$ cat src/rtl/mulshift_pkg.sv
package mulshift_pkg;

   localparam int unsigned DEF_DATA_W  = 16;
   localparam int unsigned DEF_COEF_W  = 16;
   localparam int unsigned DEF_SHIFT_W = 5;

   typedef enum logic [1:0] {
      CLAMP_NONE = 2'd0,
      CLAMP_HIGH = 2'd1,
      CLAMP_LOW  = 2'd2
   } clamp_kind_e;

endpackage

$ cat src/rtl/mulshift_cfg.sv
module mulshift_cfg #(
   parameter int unsigned COEF_W      = mulshift_pkg::DEF_COEF_W,
   parameter int unsigned SHIFT_W     = mulshift_pkg::DEF_SHIFT_W,
   parameter int          RESET_MULT  = 1,
   parameter int unsigned RESET_SHIFT = 0
) (
   input  logic                     clk,
   input  logic                     rst_n,
   input  logic                     wr,
   input  logic signed [COEF_W-1:0] mult_in,
   input  logic [SHIFT_W-1:0]       shift_in,
   output logic signed [COEF_W-1:0] mult_q,
   output logic [SHIFT_W-1:0]       shift_q
);

   localparam logic signed [COEF_W-1:0] MULT_RST  = COEF_W'(RESET_MULT);
   localparam logic [SHIFT_W-1:0]       SHIFT_RST = SHIFT_W'(RESET_SHIFT);

   if (RESET_SHIFT >= (2 ** SHIFT_W)) begin : g_bad_rst_shift
      $error("mulshift_cfg: RESET_SHIFT does not fit SHIFT_W");
   end

   always_ff @(posedge clk) begin
      if (!rst_n) begin
         mult_q  <= MULT_RST;
         shift_q <= SHIFT_RST;
      end else if (wr) begin
         mult_q  <= mult_in;
         shift_q <= shift_in;
      end
   end

   logic armed;
   always_ff @(posedge clk) begin
      if (!rst_n) armed <= 1'b0;
      else        armed <= 1'b1;
   end

   assert_pair_load_R7: assert property (@(posedge clk) disable iff (!rst_n || !armed)
      $past(wr) |-> (mult_q == $past(mult_in)) && (shift_q == $past(shift_in)));

   assert_pair_hold_R8: assert property (@(posedge clk) disable iff (!rst_n || !armed)
      !$past(wr) |-> $stable(mult_q) && $stable(shift_q));

endmodule

$ cat src/rtl/mulshift_barrel.sv
module mulshift_barrel #(
   parameter int unsigned WIDTH   = 32,
   parameter int unsigned SHIFT_W = mulshift_pkg::DEF_SHIFT_W
) (
   input  logic signed [WIDTH-1:0] din,
   input  logic [SHIFT_W-1:0]      amt,
   output logic signed [WIDTH-1:0] dout
);

   if ((2 ** SHIFT_W) > WIDTH) begin : g_bad_range
      $error("mulshift_barrel: shift range exceeds operand width");
   end

   logic signed [WIDTH-1:0] stg [SHIFT_W+1];

   assign stg[0] = din;

   for (genvar k = 0; k < SHIFT_W; k++) begin : g_stage
      localparam int unsigned STEP = 2 ** k;
      assign stg[k+1] = amt[k] ? (stg[k] >>> STEP) : stg[k];
   end

   assign dout = stg[SHIFT_W];

endmodule

$ cat src/rtl/mulshift_clamp.sv
module mulshift_clamp #(
   parameter int unsigned IN_W  = 32,
   parameter int unsigned OUT_W = mulshift_pkg::DEF_DATA_W
) (
   input  logic signed [IN_W-1:0]  din,
   output logic signed [OUT_W-1:0] dout
);

   import mulshift_pkg::*;

   localparam logic signed [OUT_W-1:0] OUT_MAX = {1'b0, {(OUT_W-1){1'b1}}};
   localparam logic signed [OUT_W-1:0] OUT_MIN = {1'b1, {(OUT_W-1){1'b0}}};

   if (OUT_W < 2) begin : g_bad_out
      $error("mulshift_clamp: OUT_W must be at least 2");
   end

   if (IN_W <= OUT_W) begin : g_no_clamp
      assign dout = OUT_W'(din);
   end else begin : g_clamp
      localparam int unsigned TOP_W = IN_W - OUT_W + 1;
      logic [TOP_W-1:0] top_bits;
      clamp_kind_e      kind;

      assign top_bits = din[IN_W-1:OUT_W-1];

      always_comb begin
         if (top_bits == '0 || top_bits == '1) kind = CLAMP_NONE;
         else if (din[IN_W-1])                 kind = CLAMP_LOW;
         else                                  kind = CLAMP_HIGH;
      end

      always_comb begin
         unique case (kind)
            CLAMP_HIGH: dout = OUT_MAX;
            CLAMP_LOW:  dout = OUT_MIN;
            default:    dout = din[OUT_W-1:0];
         endcase
      end
   end

endmodule

$ cat src/rtl/mulshift_scaler.sv
module mulshift_scaler #(
   parameter int unsigned DATA_W      = mulshift_pkg::DEF_DATA_W,
   parameter int unsigned COEF_W      = mulshift_pkg::DEF_COEF_W,
   parameter int unsigned SHIFT_W     = mulshift_pkg::DEF_SHIFT_W,
   parameter int          RESET_MULT  = 1,
   parameter int unsigned RESET_SHIFT = 0
) (
   input  logic                     clk,
   input  logic                     rst_n,
   input  logic                     cfg_wr,
   input  logic signed [COEF_W-1:0] cfg_mult,
   input  logic [SHIFT_W-1:0]       cfg_shift,
   input  logic                     in_valid,
   input  logic signed [DATA_W-1:0] in_data,
   output logic                     out_valid,
   output logic signed [DATA_W-1:0] out_data
);

   localparam int unsigned PROD_W = DATA_W + COEF_W;

   if (DATA_W < 2 || COEF_W < 2) begin : g_bad_width
      $error("mulshift_scaler: DATA_W and COEF_W must be at least 2");
   end
   if ((2 ** SHIFT_W) > PROD_W) begin : g_bad_shift
      $error("mulshift_scaler: SHIFT_W allows shifts beyond the product width");
   end

   logic signed [COEF_W-1:0] act_mult;
   logic [SHIFT_W-1:0]       act_shift;

   mulshift_cfg #(
      .COEF_W     (COEF_W),
      .SHIFT_W    (SHIFT_W),
      .RESET_MULT (RESET_MULT),
      .RESET_SHIFT(RESET_SHIFT)
   ) u_cfg (
      .clk     (clk),
      .rst_n   (rst_n),
      .wr      (cfg_wr),
      .mult_in (cfg_mult),
      .shift_in(cfg_shift),
      .mult_q  (act_mult),
      .shift_q (act_shift)
   );

   // Stage 1: sample register with the setting that was active at capture.
   logic                     s1_valid;
   logic signed [DATA_W-1:0] s1_data;
   logic signed [COEF_W-1:0] s1_mult;
   logic [SHIFT_W-1:0]       s1_shift;

   always_ff @(posedge clk) begin
      if (!rst_n) begin
         s1_valid <= 1'b0;
         s1_data  <= '0;
         s1_mult  <= '0;
         s1_shift <= '0;
      end else begin
         s1_valid <= in_valid;
         if (in_valid) begin
            s1_data  <= in_data;
            s1_mult  <= act_mult;
            s1_shift <= act_shift;
         end
      end
   end

   // Full-width product: sign-extend both operands to PROD_W.
   logic signed [PROD_W-1:0] data_ext;
   logic signed [PROD_W-1:0] mult_ext;
   logic signed [PROD_W-1:0] prod;
   logic signed [PROD_W-1:0] shifted;
   logic signed [DATA_W-1:0] clamped;

   assign data_ext = {{(PROD_W-DATA_W){s1_data[DATA_W-1]}}, s1_data};
   assign mult_ext = {{(PROD_W-COEF_W){s1_mult[COEF_W-1]}}, s1_mult};
   assign prod     = data_ext * mult_ext;

   mulshift_barrel #(
      .WIDTH  (PROD_W),
      .SHIFT_W(SHIFT_W)
   ) u_barrel (
      .din (prod),
      .amt (s1_shift),
      .dout(shifted)
   );

   mulshift_clamp #(
      .IN_W (PROD_W),
      .OUT_W(DATA_W)
   ) u_clamp (
      .din (shifted),
      .dout(clamped)
   );

   // Stage 2: output register.
   always_ff @(posedge clk) begin
      if (!rst_n) begin
         out_valid <= 1'b0;
         out_data  <= '0;
      end else begin
         out_valid <= s1_valid;
         if (s1_valid) out_data <= clamped;
      end
   end

   logic armed;
   always_ff @(posedge clk) begin
      if (!rst_n) armed <= 1'b0;
      else        armed <= 1'b1;
   end

   assert_stage1_valid_R2: assert property (@(posedge clk) disable iff (!rst_n || !armed)
      s1_valid == $past(in_valid));

   assert_stage2_valid_R2: assert property (@(posedge clk) disable iff (!rst_n || !armed)
      out_valid == $past(s1_valid));

   assert_shift_sign_R4: assert property (@(posedge clk) disable iff (!rst_n)
      (prod < 0) == (shifted < 0));

   assert_clamp_sign_R5: assert property (@(posedge clk) disable iff (!rst_n)
      (shifted < 0) == (clamped < 0));

   assert_idle_hold_R9: assert property (@(posedge clk) disable iff (!rst_n || !armed)
      !out_valid |-> $stable(out_data));

endmodule

$ cat config.mk
export PLATFORM = sky130hd
export DESIGN_NAME = mulshift_scaler
export DESIGN_NICKNAME = d
export VERILOG_FILES = /design/src/rtl/mulshift_pkg.sv /design/src/rtl/mulshift_cfg.sv /design/src/rtl/mulshift_barrel.sv /design/src/rtl/mulshift_clamp.sv /design/src/rtl/mulshift_scaler.sv
export SDC_FILE = /design/constraint.sdc
export NUM_CORES = 1
export LEC_CHECK = 0
export BUFFER_PORTS_ARGS = -buffer_cell sky130_fd_sc_hd__buf_2
export CAP_MARGIN = 20
export CORE_MARGIN = 10
export CORE_UTILIZATION = 50
export CTS_CLUSTER_DIAMETER = 80
export DETAILED_ROUTE_END_ITERATION = 10
export PLACE_DENSITY_LB_ADDON = 0.3
export SLEW_MARGIN = 20
export SYNTH_ARGS = -nofsm -noshare
export SYNTH_HDL_FRONTEND = slang
export SYNTH_HIERARCHICAL = 1
export SYNTH_SLANG_ARGS = --single-unit
$ cat constraint.sdc
create_clock -name clk -period 7.55 [get_ports clk]
set_input_delay 0.3775 -clock clk [delete_from_list [all_inputs] [get_ports clk]]
set_output_delay 0.3775 -clock clk [all_outputs]
set_load 0.05 [all_outputs]
# Yosys cells after proc, flatten, opt, wreduce, memory -nomap -nowiden
# Index checks and enable logic that the tools add are counted.
dict set report totals {
  register_bits 76
  in_bits 41
  out_inout_bits 17
  word_cells 22
}
dict set report op_classes {
  mul 1
  n_eq_ne 3
  n_mux 8
  n_reduce_logical 2
}
# cell count
set ops {}
lappend ops {{31-bit two-way mux} 5}
lappend ops {{16-bit by 16-bit multiplier with 32-bit output} 1}
lappend ops {{16-bit case mux with 2 select lines} 1}
lappend ops {{17-bit == test (second input constant)} 1}
lappend ops {{17-bit logical NOT} 1}
lappend ops {{2-bit two-way mux} 2}
lappend ops {{2-bit by 1-bit == test with 1-bit output (second input constant)} 1}
lappend ops {{2-bit == test (second input constant)} 1}
lappend ops {{1-bit logical OR} 1}

# Logic depth before layout (Yosys ltp)
# Gate-level depths: netlist of the first run.
dict set report depth {
  depth_word 11
  depth_mapped 34
  ltp_nobuf 31
}

# Modules after synthesis
# The synthesis of the first run kept the hierarchy.
# module n_inst cells_each area_per_inst_um2 seq_area_each_um2
set by_module_without_submodules {}
lappend by_module_without_submodules {mulshift_scaler 1 1238 11731.3 1101.1}
lappend by_module_without_submodules {mulshift_barrel 1 225 2128.3 0.0}
lappend by_module_without_submodules {mulshift_cfg 1 68 818.3 420.4}
lappend by_module_without_submodules {mulshift_clamp 1 28 231.5 0.0}

# Least setup slack after synthesis of the first run
# No wires, ideal clock.
dict set report synth_path {
  kind {register to register}
  startpoint {register s1_mult[8]}
  endpoint {register out_data[1]}
  setup_ps 66
  arrival_time_ps 7803
  t_required_ps 7484
  setup_slack_ps -318
  stages_incl_launch_ff 32
  path_buffers 3
  period_less_slack_ps 7868
  path_cell_list {dfxtp_1 -> clkbuf_1 -> clkbuf_1 -> nand2_1 -> fa_1 -> inv_1 -> fa_1 -> fa_1 -> fa_1 -> fa_1 -> inv_1 -> fa_1 -> inv_1 -> ha_1 -> a211oi_1 -> o21a_1 -> nor3_1 -> a41o_1 -> a311oi_2 -> o21ai_1 -> a31o_1 -> a21oi_2 -> xnor2_1 -> mux2i_1 -> mux4_2 -> o21ai_0 -> nand4_1 -> o41ai_4 -> buf_6 -> a21o_1 -> mux2i_1 -> nor2b_1}
}
dict set report synth_via {
  elab_chain_len 11
  word_cells_on_any_way 14
  cone_classes {1 x mul; 3 x eq/ne; 8 x mux; 2 x reduce/logical}
}
# item line
set synth_rtl {}
lappend synth_rtl {{start: declaration} mulshift_scaler.sv:49} ;# logic signed [COEF_W-1:0] s1_mult;
lappend synth_rtl {{start signal: assignment} mulshift_scaler.sv:62} ;# s1_mult <= act_mult;
lappend synth_rtl {{16-bit by 16-bit multiplier with 32-bit output *} mulshift_scaler.sv:77} ;# assign prod = data_ext * mult_ext;
lappend synth_rtl {{net prod[31]} mulshift_scaler.sv:71} ;# logic signed [PROD_W-1:0] prod;
lappend synth_rtl {{31-bit two-way mux (4 in series)} mulshift_barrel.sv:20} ;# assign stg[k+1] = amt[k] ? (stg[k] >>> STEP) : stg[k];
lappend synth_rtl {{31-bit two-way mux *} mulshift_barrel.sv:20}
lappend synth_rtl {{net shifted[24]} mulshift_scaler.sv:72} ;# logic signed [PROD_W-1:0] shifted;
lappend synth_rtl {{17-bit == test or 17-bit logical NOT (tied branches)} mulshift_clamp.sv:28} ;# if (top_bits == '0 || top_bits == '1) kind = CLAMP_NONE;
lappend synth_rtl {{1-bit logical OR *} mulshift_clamp.sv:28}
lappend synth_rtl {{2-bit two-way mux *} mulshift_clamp.sv:28}
lappend synth_rtl {{2-bit == test or 2-bit by 1-bit == test with 1-bit output (tied branches)} mulshift_clamp.sv:34} ;# unique case (kind)
lappend synth_rtl {{16-bit case mux with 2 select lines *} mulshift_clamp.sv:34}
lappend synth_rtl {{net clamped[1]} mulshift_scaler.sv:73} ;# logic signed [DATA_W-1:0] clamped;
lappend synth_rtl {{end signal: assignment} mulshift_scaler.sv:103} ;# if (s1_valid) out_data <= clamped;
lappend synth_rtl {{end: declaration} mulshift_scaler.sv:16} ;# output logic signed [DATA_W-1:0] out_data
# The timed path passes the listed nets; every way through them passes the cells marked *.
# A chain may end at the register's enable or synchronous reset.

# Worst setup path in the final report of the first run
dict set report layout_path {
  startpoint {register s1_data[4]}
  endpoint {register out_data[1]}
}
dict set report layout_via {
  elab_chain_len 11
  word_cells_on_any_way 14
  cone_classes {1 x mul; 3 x eq/ne; 8 x mux; 2 x reduce/logical}
}
# item line
set layout_rtl {}
lappend layout_rtl {{start: declaration} mulshift_scaler.sv:48} ;# logic signed [DATA_W-1:0] s1_data;
lappend layout_rtl {{start signal: assignment} mulshift_scaler.sv:61} ;# s1_data <= in_data;
lappend layout_rtl {{16-bit by 16-bit multiplier with 32-bit output *} mulshift_scaler.sv:77}
lappend layout_rtl {{net prod[30]} mulshift_scaler.sv:71}
lappend layout_rtl {{31-bit two-way mux * (5 in series)} mulshift_barrel.sv:20}
lappend layout_rtl {{net shifted[18]} mulshift_scaler.sv:72}
lappend layout_rtl {{17-bit == test or 17-bit logical NOT (tied branches)} mulshift_clamp.sv:28}
lappend layout_rtl {{1-bit logical OR *} mulshift_clamp.sv:28}
lappend layout_rtl {{2-bit two-way mux *} mulshift_clamp.sv:28}
lappend layout_rtl {{2-bit == test or 2-bit by 1-bit == test with 1-bit output (tied branches)} mulshift_clamp.sv:34}
lappend layout_rtl {{16-bit case mux with 2 select lines *} mulshift_clamp.sv:34}
lappend layout_rtl {{net clamped[1]} mulshift_scaler.sv:73}
# Marked as above.

==> results.json, run 1 <==
{
  "mostFrequentLayoutCell": "inv_1",
  "numCtsBuffers": 9,
  "area_delta_synth_final_pct": 20.9,
  "whs_ps": 266,
  "crit_required_ps": 7840,
  "drive_gt1_share_pct": 26.2,
  "drtPass1Iterations": 5,
  "max_stage_delay_ps": 540,
  "cts_hold_buf": 0,
  "hold_viol": 0,
  "end_kind": "register",
  "ir_drop_mv": 0.137,
  "cts_max_level": 3,
  "crit_path_frequent_cell": "fa_1",
  "worst_setup_path_start_kind": "register",
  "final_cell_mix": "inv_1, fa_1, buf_4",
  "io_buffers": 57,
  "cpMaxStageDelayCell": "fa_1",
  "fmax_mhz": 128,
  "gp_congestion": 0.934,
  "stdcell_count": 2168,
  "final_max_slew_viol_count": 0,
  "clk_latency_ps": 360,
  "final.setup.tns_ps": -4010,
  "path_clk_slew_ps": 70,
  "status": "complete, but fails checks",
  "cts_tree": "done",
  "finalWorstSetupSlack_ps": -282,
  "antenna_found_initial": 0,
  "viasPerCell": 5.41,
  "grt_pass1_vias": 12900,
  "core_mm2": 0.0296,
  "worst_r2r_path_depth": 33,
  "clock_skew_ps": 12.8,
  "cts_sinks": 76,
  "hold_path_depth": 2,
  "finalCritPeriodShare_pct": 104,
  "syn-num-nets": 1944,
  "num_rows": 63,
  "violations": "negative setup slack",
  "synth_ff_type": "dfxtp_1",
  "yosysWarnings": 6,
  "antenna_left": 0,
  "path_class": "reg2reg",
  "worstPathMaxFanout": 8,
  "p_leak_nw": 9.01,
  "dr.first_iter.drc_count": 647,
  "pwr_density_cell_mw_per_mm2": 110,
  "ios": 58,
  "hpwl_um": 32100,
  "chipHeight_um": 193,
  "initial_utilization_pct": 50.4,
  "netlist.area_leader.share_pct": 35.2,
  "yosys_register_bits": 76,
  "rsz0062_at_grt": "true",
  "synth_area_mm2": 0.0149,
  "die_area_mm2": 0.0371,
  "async_flop_share_pct": 0,
  "synth_top_cell_by_area": "fa_1",
  "postSynthCellCount": 1559,
  "place_area_mm2": 0.0170,
  "cts_buffer_depth": 2,
  "grt_usage_pct": 22.6,
  "wl_per_cell_um": 18.5,
  "synth_edf_count": 0,
  "drc_errors": 0,
  "fill_cells": 2463,
  "avgSynthCellArea_um2": 9.56,
  "synth_top_cells_by_area": "fa_1, dfxtp_1, inv_1",
  "root_buffer": "clkbuf_16",
  "grt_overflow": 0,
  "grt_pass1_wl_um": 66600,
  "synth_seq_area_share_pct": 10.2,
  "worstPathArrival_ps": 8120,
  "setup_viol": 15,
  "yosysUniqueCellTypes": 75,
  "min_period_ps": 7830,
  "hp-class": "in2reg",
  "grt_max_degree": 77,
  "dp.cells": 2123,
  "design_area_mm2": 0.0180,
  "drv_cap": 0,
  "tightestPinTransition_ps": 894,
  "vias": 11700,
  "fp.dieW_um": 193,
  "slew_headroom_pct": 40.3,
  "nets": 2157,
  "wl_um": 40100
}
-- where the power goes --
| part | switching, W | internal, W | total [W] |
|---|---|---|---|
| clock network | 0.000199 | 0.000309 | 0.000507 |
| registers | 0.0000333 | 0.000427 | 0.000461 |
| logic | 0.000526 | 0.000496 | 0.00102 |
| total | 0.000758 | 0.00123 | 0.00199 |
-- cell usage after synthesis, types with 10 or more instances --
master,n
a21o_1,18
a21oi_1,33
and2_1,129
clkbuf_1,55
dfxtp_1,76
fa_1,262
ha_1,82
inv_1,290
mux2i_1,97
mux4_2,33
nand2_1,154
nor2_1,37
nor2b_1,77
o21ai_0,12
o221ai_1,10
xnor2_1,26
xor2_1,10
-- per-layer routing --
layer  vias up  part of all wire, %  global-route usage (%)
met5         -                    0                       0
li1       5363                    -                       -
met2       345                   49                    37.5
met3        68                  6.0                    3.20
met1      5950                   43                    30.1
met4         0                  2.6                    6.62
-- critical path: cells and delay by family, from the launching register on --
family,cells,cell delay [ps]
XOR/XNOR,1,200
adder cells (fa/ha/maj),7,3230
flip-flops,1,360
AND/OR/NAND/NOR,6,1190
multiplexers,1,70
buffers and inverters,8,740
AO/OA/AOI/OAI,10,1960
-- cells by family (layout without fill, tap and decap cells) --
family                     count (synthesis)  count (layout)  share of synthesized area (%)
xor gates and xnor gates                  36              36                           2.11
adders and majority gates                344             344                           42.1
other                                      0               1                              0
DFF                                       76              76                           10.2
buffers and inverters                    370             588                           10.1
AOI/OAI and AO/OA                        159             159                           7.92
muxes                                    141             141                           12.6
and+or+nand+nor                          433             433                           15.0
-- flip-flops by register name, indices dropped and copies added, names as in the netlist --
register,count
out_data,16
s1_data,16
u_cfg/mult_q,16
s1_mult,16
out_valid,1
s1_valid,1
s1_shift,5
u_cfg/shift_q,5
-- layout make-up --
cell class,instances,area [µm²],area share (%)
Antenna cell,1,2.50,0.0139
Clock buffer,11,253,1.40
Clock inverter,5,83.8,0.465
Inverter,291,1100,6.08
Multi-Input combinational cell,1113,12300,68.5
Sequential cell,76,1570,8.73
Tap cell,390,488,2.71
Timing Repair Buffer,281,2190,12.1
-- timing repair --
action                     in CTS  in global routing
gates resized for setup       111                 25
gates cloned                    1                  1
setup buffers                  19                  8
setup endpoints to repair      15                 15
pin swaps                      43                 13
-- metrics by stage --
step           power [W]  setup WS (ps)  utilization (%)
5_1_grt          0.00210           -628             61.0
3_3_place_gp     0.00137           -605             57.4
3_5_place_dp     0.00137           -719             57.4
2_1_floorplan    0.00102           1.80                -
6_report         0.00199           -282             61.0
4_1_cts          0.00196           -264             60.4
-- worst paths after layout --
path | startpoint | end | slack [ps]
max | s1_data[4]$_SDFFE_PN0P_ | out_data[1]$_SDFFE_PN0P_ | -280
max reg2reg | s1_data[4]$_SDFFE_PN0P_ | out_data[1]$_SDFFE_PN0P_ | -280
min reg2reg | u_cfg/shift_q[3]$_SDFFE_PN0P_ | s1_shift[3]$_SDFFE_PN0P_ | 510
min | in_valid | s1_valid$_SDFF_PN0_ | 270
Power figures use the tool's default switching activity.
==> run 2, diff against run 1 <==
--- a/config.mk
+++ b/config.mk
@@ -8,12 +8,11 @@
 export BUFFER_PORTS_ARGS = -buffer_cell sky130_fd_sc_hd__buf_2
 export CAP_MARGIN = 20
 export CORE_MARGIN = 10
-export CORE_UTILIZATION = 50
+export CORE_UTILIZATION = 45
 export CTS_CLUSTER_DIAMETER = 80
 export DETAILED_ROUTE_END_ITERATION = 10
 export PLACE_DENSITY_LB_ADDON = 0.3
 export SLEW_MARGIN = 20
 export SYNTH_ARGS = -nofsm -noshare
 export SYNTH_HDL_FRONTEND = slang
-export SYNTH_HIERARCHICAL = 1
 export SYNTH_SLANG_ARGS = --single-unit
==> run 2 against run 1 <==
Compared with the run above: the flow now finishes without violations; synthesized cell count grew 10%; cell count grew 12%; sequential power down 0.9%; area after synthesis up 1.7%; clock skew up 3.4 ps; sequential share of layout area shrank 0.19 points; total power fell by 5.2%; combinational power shrank 9%; wire length increased by 6.9%; fmax increased by 4.5%; core utilization decreased by 5.1 points; register-to-register slack improved by 340 ps; critical path type unchanged.
==> results.json, run 2 <==
{
  "rsz0062_at_grt": "true",
  "netlist.area_leader.share_pct": 34.6,
  "fp.dieW_um": 204,
  "hold_viol": 0,
  "grt_pass1_wl_um": 71700,
  "grt_pass1_vias": 13800,
  "hp-class": "in2reg",
  "root_buffer": "clkbuf_16",
  "cts_tree": "done",
  "power.total_w": 0.00189,
  "min_period_ps": 7490,
  "io_buffers": 57,
  "path_class": "reg2reg",
  "pwr_density_cell_mw_per_mm2": 101,
  "status": "finished, final reports clean",
  "dr.first_iter.drc_count": 904,
  "avgSynthCellArea_um2": 8.84,
  "drive_gt1_share_pct": 25.2,
  "gp_congestion": 0.913,
  "tightestPinTransition_ps": 711,
  "yosysUniqueCellTypes": 88,
  "n_antenna_cell": 0,
  "synth_top_cells_by_area": "fa_1, dfxtp_1, ha_1",
  "numCtsBuffers": 9,
  "final_cell_mix": "buf_4, fa_1, inv_1",
  "utilization_pct": 55.9,
  "nets": 2353,
  "ios": 58,
  "num_rows": 67,
  "clock_skew_ps": 16.3,
  "yosysWarnings": 0,
  "end_kind": "register",
  "synth_area_mm2": 0.0152,
  "initial_utilization_pct": 45.5,
  "grt_overflow": 0,
  "drc_errors": 0,
  "internal_power_w": 0.00116,
  "antenna_found_initial": 0,
  "seqPwrFrac_pct": 24.2,
  "finalCritPeriodShare_pct": 99.3,
  "setup_viol": 0,
  "wl_um": 42900,
  "place_area_mm2": 0.0176,
  "p_comb_share_pct": 49.0,
  "ir_drop_mv": 0.112,
  "hpwl_um": 35400,
  "drtPass1Iterations": 5,
  "mostFrequentLayoutCell": "buf_4",
  "syn-num-nets": 2101,
  "pre_cts_ws_ps": -351,
  "synth.most_common_cell": "fa_1",
  "core_mm2": 0.0334,
  "antenna_left": 0,
  "design_area_mm2": 0.0187,
  "clkPwrFrac_pct": 26.8,
  "final_max_slew_viol_count": 0,
  "switching_power_w": 0.000722,
  "finalWorstSetupSlack_ps": 55.7,
  "wl_per_cell_um": 17.7,
  "area_delta_synth_final_pct": 23.0,
  "clk_latency_ps": 360,
  "synth_ff_type": "dfxtp_1",
  "p_sw_share_pct": 38.3,
  "die_area_mm2": 0.0414,
  "vias": 13000,
  "path_clk_slew_ps": 60,
  "synth_top_cell_by_area": "fa_1",
  "synth_common_cells": "fa_1, inv_1, nand2_1",
  "fmax_mhz": 133,
  "p_leak_nw": 7.73,
  "worstPathMaxFanout": 6,
  "worst_setup_path_start_kind": "register",
  "viasPerCell": 5.37,
  "async_flop_share_pct": 0,
  "grt_usage_pct": 21.1,
  "synth_seq_area_share_pct": 10.0,
  "chipHeight_um": 204,
  "cts_sinks": 76,
  "slew_headroom_pct": 52.6,
  "cts_max_level": 3,
  "grt_max_degree": 64,
  "crit_required_ps": 7790,
  "fill_cells": 3140,
  "yosys_register_bits": 76,
  "drv_cap": 0,
  "synth_edf_count": 0,
  "worstPathArrival_ps": 7730,
  "cts_buffer_depth": 2,
  "whs_ps": 252,
  "postSynthCellCount": 1716
}
-- run 2: cell types whose count changed after synthesis, sizes merged, moves of 22 or more --
cell	previous run	this run
nor2	37	83
a21oi	35	61
inv	291	242
a211oi	3	30
and2	129	107
mux4	35	5
nand2	154	208
o21ai	20	59
-- run 2: metrics by stage --
stage	setup TNS (ps)	std cells
floorplan	0	1716
global placement	-3750	2382
detailed placement	-4810	2382
CTS	0	2403
global route	-2690	2421
finish	0	2421
-- run 2: routing by layer --
metal | routed length [µm] | GRT usage, %
met1 | 18500 | 27.3
met2 | 21400 | 36.7
met3 | 2140 | 2.44
met4 | 884 | 5.68
met5 | 0 | 0
-- run 2: timing repair --
item / in CTS / in global routing
resized for setup: 41 / 94
pin swaps: 6 / 44
hold buffers: 0 / 0
setup buffers: 5 / 19
endpoints found under the setup margin: 15 / 15
-- run 2: area by class of cell --
cell class / count / area (µm²) / area share, %
Multi-Input combinational cell: 1305 / 12800 / 68.5
Timing Repair Buffer: 331 / 2460 / 13.2
Inverter: 245 / 920 / 4.93
Sequential cell: 76 / 1590 / 8.55
Clock buffer: 10 / 229 / 1.23
Tap cell: 448 / 561 / 3.01
Clock inverter: 6 / 111 / 0.597
-- run 2: logic make-up (layout without fill, tap and decap cells) --
family	Yosys count	count (layout)	share of synthesized area, %
xor gates and xnor gates	32	32	1.90
muxes	96	96	6.86
DFF	76	76	10.0
adders and majority gates	344	344	41.4
AOI/OAI and AO/OA	282	282	13.3
buffers and inverters	335	592	8.39
and+or+nand+nor	551	551	18.1
-- run 2: path summary, 6_finish.rpt --
kind                                     start                           end  slack, ps  cells after the start
hold reg to reg   u_cfg.mult_q[0]$_SDFFE_PN1P_  u_cfg.mult_q[0]$_SDFFE_PN1P_        490                      2
setup / recovery       s1_data[6]$_SDFFE_PN0P_     out_data[13]$_SDFFE_PN0P_         60                     26
hold / removal                     cfg_mult[0]  u_cfg.mult_q[0]$_SDFFE_PN1P_        250                      3
setup reg to reg       s1_data[6]$_SDFFE_PN0P_     out_data[13]$_SDFFE_PN0P_         60                     26
-- run 2: power by group through the flow --
stage	logic, W	registers, W	clock network, W
5_1_grt	0.00101	0.000460	0.000529
3_3_place_gp	0.000853	0.000467	0
6_report	0.000924	0.000457	0.000505
2_1_floorplan	0.000489	0.000484	0
3_5_place_dp	0.000859	0.000468	0
4_1_cts	0.000881	0.000460	0.000515
-- run 2: worst max-delay path, cell delays in order, from the launching register on --
cell	delay, ps
dfxtp_2	410
buf_12	130
nand2_1	70
fa_1	520
fa_1	600
fa_1	460
fa_1	610
fa_1	450
fa_1	510
inv_1	50
ha_1	210
or3_4	400
o2111ai_4	270
a211oi_4	90
buf_4	160
a221oi_4	300
buf_4	170
o22ai_1	70
a221o_1	370
a32oi_1	280
o221ai_4	150
o21ai_1	130
nor4b_2	80
buf_4	150
o31a_1	270
buf_4	160
a221o_1	300
